### config.mk
export PLATFORM = sky130hd
export DESIGN_NAME = kwdt_top
export DESIGN_NICKNAME = d
export VERILOG_FILES = /design/src/rtl/kwdt_pkg.sv /design/src/rtl/kwdt_ctrl.sv /design/src/rtl/kwdt_datapath.sv /design/src/rtl/kwdt_top.sv
export SDC_FILE = /design/constraint.sdc
export NUM_CORES = 1
export LEC_CHECK = 0
export ABC_AREA = 0
export BUFFER_PORTS_ARGS = -buffer_cell sky130_fd_sc_hd__buf_4
export CELL_PAD_IN_SITES_DETAIL_PLACEMENT = 1
export CELL_PAD_IN_SITES_GLOBAL_PLACEMENT = 1
export CORE_MARGIN = 2
export CORE_UTILIZATION = 45
export DETAILED_ROUTE_END_ITERATION = 16
export PLACE_DENSITY = 0.95
export SLEW_MARGIN = 20
export SYNTH_ARGS = -nofsm -noshare
export SYNTH_HDL_FRONTEND = slang
export SYNTH_HIERARCHICAL = 1
export SYNTH_SLANG_ARGS = --single-unit
### constraint.sdc
create_clock -name clk -period 9.4 [get_ports clk]
set_clock_uncertainty 0.15 [all_clocks]
set_input_delay 1.88 -clock clk [delete_from_list [all_inputs] [get_ports clk]]
set_output_delay 1.88 -clock clk [all_outputs]
set_load 0.03 [all_outputs]
### src/rtl/kwdt_pkg.sv
package kwdt_pkg;
  localparam int DATA_W = 32;
  localparam int ADDR_W = 4;
  localparam int KEY_W = 16;
  localparam int PRE_W = 3;
  localparam int RLD_W = 12;
  localparam int DIV_W = 8;
  localparam int DIV_MIN_LOG2 = 2;
  localparam int NUM_CHAN = 2;

  localparam logic [KEY_W-1:0] KEY_UNLOCK = 16'h5555;
  localparam logic [KEY_W-1:0] KEY_START = 16'hCCCC;
  localparam logic [KEY_W-1:0] KEY_REFRESH = 16'hAAAA;

  localparam logic [1:0] IDX_KEY = 2'd0;
  localparam logic [1:0] IDX_PRE = 2'd1;
  localparam logic [1:0] IDX_RLD = 2'd2;
  localparam logic [1:0] IDX_STAT = 2'd3;

  localparam int CH_PRE = 0;
  localparam int CH_RLD = 1;

  typedef struct packed {
    logic start;
    logic refresh;
    logic applyPre;
    logic applyRld;
    logic [PRE_W-1:0] preCode;
    logic [RLD_W-1:0] rldVal;
  } kwdtStrobe_t;

  // terminal count of the tick divider for a given code
  function automatic logic [DIV_W-1:0] divMaxOf(input logic [PRE_W-1:0] code);
    int lg;
    lg = int'(code) + DIV_MIN_LOG2;
    if (lg > DIV_W) lg = DIV_W;
    return DIV_W'((1 << lg) - 1);
  endfunction
endpackage

### src/rtl/kwdt_ctrl.sv
module kwdt_ctrl
  import kwdt_pkg::*;
#(
  parameter int SYNC_TICKS = 3
) (
  input  logic clk,
  input  logic rstN,
  input  logic busSel,
  input  logic busWe,
  input  logic [ADDR_W-1:0] busAddr,
  input  logic [DATA_W-1:0] busWdata,
  output logic [DATA_W-1:0] busRdata,
  input  logic tickEn,
  output logic unlocked,
  output logic [NUM_CHAN-1:0] pendFlags,
  output kwdtStrobe_t strobe
);
  localparam int SYNC_W = $clog2(SYNC_TICKS + 1);
  localparam logic [SYNC_W-1:0] SYNC_LAST = SYNC_W'(SYNC_TICKS - 1);

  logic [1:0] regIdx;
  logic wrAny, wrKey, wrPre, wrRld;
  logic [KEY_W-1:0] keyVal;
  logic [PRE_W-1:0] preShadow;
  logic [RLD_W-1:0] rldShadow;
  logic [NUM_CHAN-1:0] chanWrite;
  logic [NUM_CHAN-1:0] chanApply;

  assign regIdx = busAddr[3:2];
  assign wrAny = busSel && busWe;
  assign wrKey = wrAny && (regIdx == IDX_KEY);
  assign wrPre = wrAny && (regIdx == IDX_PRE);
  assign wrRld = wrAny && (regIdx == IDX_RLD);
  assign keyVal = busWdata[KEY_W-1:0];

  assign chanWrite[CH_PRE] = wrPre && unlocked;
  assign chanWrite[CH_RLD] = wrRld && unlocked;

  always_ff @(posedge clk or negedge rstN) begin
    if (!rstN) begin
      unlocked <= 1'b0;
      preShadow <= '0;
      rldShadow <= '1;
    end else begin
      if (wrKey) unlocked <= (keyVal == KEY_UNLOCK);
      if (chanWrite[CH_PRE]) preShadow <= busWdata[PRE_W-1:0];
      if (chanWrite[CH_RLD]) rldShadow <= busWdata[RLD_W-1:0];
    end
  end

  // one transfer channel per configuration register
  for (genvar ch = 0; ch < NUM_CHAN; ch++) begin : g_chan
    logic pend;
    logic [SYNC_W-1:0] waitCnt;
    logic lastTick;

    assign lastTick = pend && tickEn && (waitCnt == SYNC_LAST);
    assign chanApply[ch] = lastTick && !chanWrite[ch];
    assign pendFlags[ch] = pend;

    always_ff @(posedge clk or negedge rstN) begin
      if (!rstN) begin
        pend <= 1'b0;
        waitCnt <= '0;
      end else if (chanWrite[ch]) begin
        pend <= 1'b1;
        waitCnt <= '0;
      end else if (pend && tickEn) begin
        if (waitCnt == SYNC_LAST) begin
          pend <= 1'b0;
          waitCnt <= '0;
        end else begin
          waitCnt <= waitCnt + 1'b1;
        end
      end
    end
  end

  always_comb begin
    strobe = '0;
    strobe.start = wrKey && (keyVal == KEY_START);
    strobe.refresh = wrKey && (keyVal == KEY_REFRESH);
    strobe.applyPre = chanApply[CH_PRE];
    strobe.applyRld = chanApply[CH_RLD];
    strobe.preCode = preShadow;
    strobe.rldVal = rldShadow;
  end

  always_comb begin
    busRdata = '0;
    case (regIdx)
      IDX_PRE: busRdata[PRE_W-1:0] = preShadow;
      IDX_RLD: busRdata[RLD_W-1:0] = rldShadow;
      IDX_STAT: busRdata[NUM_CHAN-1:0] = pendFlags;
      default: busRdata = '0;
    endcase
  end
endmodule

### src/rtl/kwdt_datapath.sv
module kwdt_datapath
  import kwdt_pkg::*;
(
  input  logic clk,
  input  logic rstN,
  input  logic tickEn,
  input  kwdtStrobe_t strobe,
  output logic running,
  output logic resetReq
);
  logic [PRE_W-1:0] activePre;
  logic [RLD_W-1:0] activeRld;
  logic [DIV_W-1:0] preCnt;
  logic [RLD_W-1:0] wdCnt;
  logic divLast;
  logic expire;

  assign divLast = (preCnt >= divMaxOf(activePre));
  assign expire = running && tickEn && divLast && (wdCnt == '0);

  always_ff @(posedge clk or negedge rstN) begin
    if (!rstN) begin
      activePre <= '0;
      activeRld <= '1;
    end else begin
      if (strobe.applyPre) activePre <= strobe.preCode;
      if (strobe.applyRld) activeRld <= strobe.rldVal;
    end
  end

  always_ff @(posedge clk or negedge rstN) begin
    if (!rstN) begin
      running <= 1'b0;
      preCnt <= '0;
      wdCnt <= '1;
      resetReq <= 1'b0;
    end else begin
      resetReq <= expire && !strobe.start && !strobe.refresh;
      if (strobe.start || strobe.refresh) begin
        if (strobe.start) running <= 1'b1;
        preCnt <= '0;
        wdCnt <= activeRld;
      end else if (running && tickEn) begin
        if (divLast) begin
          preCnt <= '0;
          wdCnt <= (wdCnt == '0) ? activeRld : wdCnt - 1'b1;
        end else begin
          preCnt <= preCnt + 1'b1;
        end
      end
    end
  end
endmodule

### src/rtl/kwdt_top.sv
module kwdt_top
  import kwdt_pkg::*;
#(
  parameter int SYNC_TICKS = 3
) (
  input  logic clk,
  input  logic rstN,
  input  logic busSel,
  input  logic busWe,
  input  logic [3:0] busAddr,
  input  logic [31:0] busWdata,
  output logic [31:0] busRdata,
  input  logic tickEn,
  output logic resetReq
);
  kwdtStrobe_t strobe;
  logic unlocked;
  logic running;
  logic [NUM_CHAN-1:0] pendFlags;

  kwdt_ctrl #(.SYNC_TICKS(SYNC_TICKS)) ctrl_i (
    .clk(clk), .rstN(rstN), .busSel(busSel), .busWe(busWe),
    .busAddr(busAddr), .busWdata(busWdata), .busRdata(busRdata),
    .tickEn(tickEn), .unlocked(unlocked), .pendFlags(pendFlags),
    .strobe(strobe)
  );

  kwdt_datapath dp_i (
    .clk(clk), .rstN(rstN), .tickEn(tickEn), .strobe(strobe),
    .running(running), .resetReq(resetReq)
  );
endmodule

# [Yosys cells after proc, flatten, opt, wreduce, memory -nomap -nowiden]
# Cells that the tools add are included.
[totals] inputBits=41 output_inout_bits=33 word_cells=89 ff_bits=59
[op_classes] n_addsub=6 eq_ne=8 shift=1 order_cmp=2 n_reduce_logical=36 mux=23
[ops] operator="$mux 12" n=4
[ops] operator="$eq 16x16->1 const B" n=2
[ops] operator="$gt 32x5->1 const B" n=1
[ops] operator="$mux 32" n=1
[ops] operator="$shl 1x32->8 const A" n=1
[ops] operator="$mux 8" n=3
[ops] operator="$logic_and 1x1->1" n=19
[ops] operator="$eq 16x15->1 const B" n=1
[ops] operator="$logic_not 12->1" n=1
[ops] operator="$mux 2" n=6
[ops] operator="$reduce_bool 2->1" n=6
[ops] operator="$sub 12x1->12 const B" n=1
[ops] operator="$mux 9" n=1
[ops] operator="$add 8x1->8 const B" n=1
[ops] operator="$eq 2x2->1 const B" n=4
[ops] operator="$ge 8x8->1" n=1
[ops] operator="$reduce_and 2->1" n=4
[ops] operator="$sub 8x2->8 const B" n=1
[ops] operator="$mux 1" n=6
[ops] operator="$pmux 2 s3" n=1
[ops] operator="$add 2x1->2 const B" n=2
[ops] operator="$add 3x2->4 const B" n=1
[ops] operator="$logic_not 1->1" n=4
[ops] operator="$eq 2x1->1 const B" n=1
[ops] operator="3 further kinds" n=3

# [Longest topological paths before layout]
[logic_depth] word_depth=10 ltp_mapped=13 ltp_nobuf=12

# [Hierarchy]
# The synthesis kept the hierarchy.
[modules_own_cells] module="kwdt_datapath" seq_area_each_um2=955.9 instances=1 cells_each=218 area_each_um2=2149.6
[modules_own_cells] module="kwdt_ctrl" seq_area_each_um2=565.5 instances=1 cells_each=160 area_each_um2=1418.9

# [Least setup slack after synthesis]
# No wires, ideal clock.
[synth_timing] path_kind="input to output" startpoint="in busAddr[2]" endpoint="out busRdata[1]" slack_ps=4460 path_buffers=1 required_time_ps=7370 arrival_time_ps=2910 path_stages=5 cell_sequence="inv_1 -> ha_1 -> clkbuf_1 -> a222oi_1 -> nor2_1"
[synth_via] elab_chain_cells=2 elab_cells_between_ends=4 classes_between="eq/ne (3); mux (1)"
[synth_lines] item="start, declared" line_no="kwdt_top.sv:10" text="input logic [3:0] busAddr,"
[synth_lines] item="$eq 2x2->1 or $eq 2x1->1 (tied branches)" line_no="kwdt_ctrl.sv:91" text="case (regIdx)"
[synth_lines] item="$pmux 2 s3 (*)" line_no="kwdt_ctrl.sv:91"
[synth_lines] item="end, declared" line_no="kwdt_top.sv:12" text="output logic [31:0] busRdata,"
# Mark *: on every way between the ends. The rest lies on a longest branch, timed or not.

# [Final worst setup path]
[layout_timing] startpoint="in busAddr[2]" endpoint="out busRdata[0]"
# The elaborated chain is that of the path after synthesis.

==> results.toml <==
[logic_synthesis]
synth_cells = 376
synth.avg_cell_area_um2 = 9.45
syn_area_um2 = 3550
ys.warnings.count = 6

[clock_tree]
cts_resized = 0
h-tree-depth = 3
cts.sinks = 59
numCtsBuffers = 9
clkTransAtPathRegs_ns = 0.07
cts_tree = "built"
cts.path.max_buffers = 2
cts_setup_buffers = 0
cts_hold_buf = 0
clk_latency_ns = 0.35
cts_root_buf = "clkbuf_8"

[placed_design]
dp_cells = 501
gp_congestion = 0.804
io_buffers = 35
placed_area_um2 = 3800
hpwlAfterDp_mm = 6.95

[worst_setup_path]
crit_path_top_delay_cell = "a222oi_1"
worstPathArrival_ns = 3.11
cp-end-kind = "output port"
r2r-end = "dp_i/wdCnt[5]"
ff2ff_setup_slack_ns = 5.59
worst-path-buf-inv = 3
crit_path_max_incr_delay_ns = 0.44
r2r-start = "dp_i/activePre[1]"
path_class = "in2out"
crit_fanout = 14
crit_top_cell = "buf_4"
critPathLaunchType = "input port"
crit_path_cell_trace = "buf_4 > inv_1 > ha_1 > a222oi_1 > nor2_1 > buf_4"
ff2ff_path_depth = 12
critical_path.top_delay_family = "compound AO/OA/AOI/OAI gates"
required_ns = 7.37

[power_and_ir_drop]
p_switching_uw = 133
switching_share = 0.241
pwr-share-comb = 0.056
clkPwrFrac = 0.484
power_density_nw_per_um2 = 138
peakVddDrop_mv = 0.0888
p_seq_frac = 0.460
internal-power_uw = 420
power.leakage_nw = 1.86

[floorplan]
die-area_um2 = 8620
start_util = 0.462
fp.coreArea_um2 = 7690
die_y_um = 92.9
die_w_um = 92.9
num_rows = 32
io_pins = 74

[finish]
fin_area_um2 = 4020
areaGrowthSynthToFinish_pct = 13.2
finish.utilization = 0.523
layout_common_cells = "nand2_1 (72), dfstp_2 (36), buf_4 (35)"
layout-drive-gt1-share = 0.277
diodes = 0
final_cells = 517
final_common_cell = "nand2_1"
fin_nets = 471

[timing]
max_slew_margin = 0.336
hold_viol_final = 0
holdWs_ns = 0.333
finalSetupViolations = 0
layout_min_cycle_time_ns = 5.14
finalCritPeriodShare = 0.547
timing.fmax_mhz = 194
rsz0062_at_grt = "false"
tns_ns = 0
tightest_slew_ns = 0.992
drv_slew = 0

[global_route]
first_global_vias = 3110
grt_max_degree = 60
grt_antenna_before_repair = 0
grt_overflow = 0
grt_pass1_wl_mm = 16.0
grt_usage = 0.241

[drt]
avgViaCountPerCell = 5.81
ant_nets = 0
routedWlPerCell_um = 19.2
drc_errors = 0
first_pass_iters = 4
vias = 3004
drt_iter0_markers = 170
drt-total-wl_mm = 9.93

[hold_path]
min_from = "ctrl_i/rldShadow[8]"
hold_class = "reg2reg"
hold_end = "ctrl_i/rldShadow[8]"
holdPathStages = 2

[run]
max-cap-violations = 0

[outcome]
status = "completed"
-- how the worst max path moves through the flow --
stage          startpoint           to  depth (start not counted)
2_1_floorplan  busAddr[2]  busRdata[1]                          5
3_3_place_gp   busAddr[2]  busRdata[1]                          6
3_5_place_dp   busAddr[2]  busRdata[0]                          6
4_1_cts        busAddr[2]  busRdata[0]                          6
5_1_grt        busAddr[2]  busRdata[0]                          6
6_report       busAddr[2]  busRdata[0]                          6
-- through the flow --
stage          worst slack, ns  power [mW]
3_5_place_dp              4.25       0.290
5_1_grt                   4.19       0.569
3_3_place_gp              4.34       0.288
2_1_floorplan             4.46       0.280
6_report                  4.26       0.553
4_1_cts                   4.24       0.556
-- per-layer routing --
| metal | global-route usage | share of wire |
|---|---|---|
| met5 | 0 | 0 |
| met2 | 0.426 | 0.54 |
| met1 | 0.291 | 0.40 |
| met4 | 0.0809 | 0.020 |
| met3 | 0.0496 | 0.038 |
-- layout make-up --
class,instances,area [um^2]
inverter,11,41.3
multi-input combinational,294,1840
tap,102,128
timing repair buffer,35,263
clock inverter,6,86.3
fill,905,3670
sequential,59,1520
clock buffer,10,138
-- tightest hold or removal path: cells and delay by family (launching register included) --
family,cells,cell delay (ns)
flops,1,0.39
simple gates,2,0.10
-- power by group through the flow --
| stage | Clock, mW | Sequential (mW) | Combinational [mW] |
|---|---|---|---|
| 2_1_floorplan | 0 | 0.259 | 0.0207 |
| 3_3_place_gp | 0 | 0.259 | 0.0296 |
| 3_5_place_dp | 0 | 0.259 | 0.0308 |
| 4_1_cts | 0.270 | 0.255 | 0.0310 |
| 5_1_grt | 0.281 | 0.255 | 0.0332 |
| 6_report | 0.267 | 0.255 | 0.0309 |
-- registers in the layout (all words and copies together) (netlist names) --
| signal | flops |
|---|---|
| dp_i/resetReq | 1 |
| dp_i/running | 1 |
| dp_i/preCnt | 8 |
| ctrl_i/rldShadow | 12 |
| dp_i/wdCnt | 12 |
| ctrl_i/g_chan.pend | 2 |
| ctrl_i/g_chan.waitCnt | 4 |
| ctrl_i/preShadow | 3 |
| ctrl_i/unlocked | 1 |
| dp_i/activePre | 3 |
| dp_i/activeRld | 12 |
(Power assumes the default switching activity.)
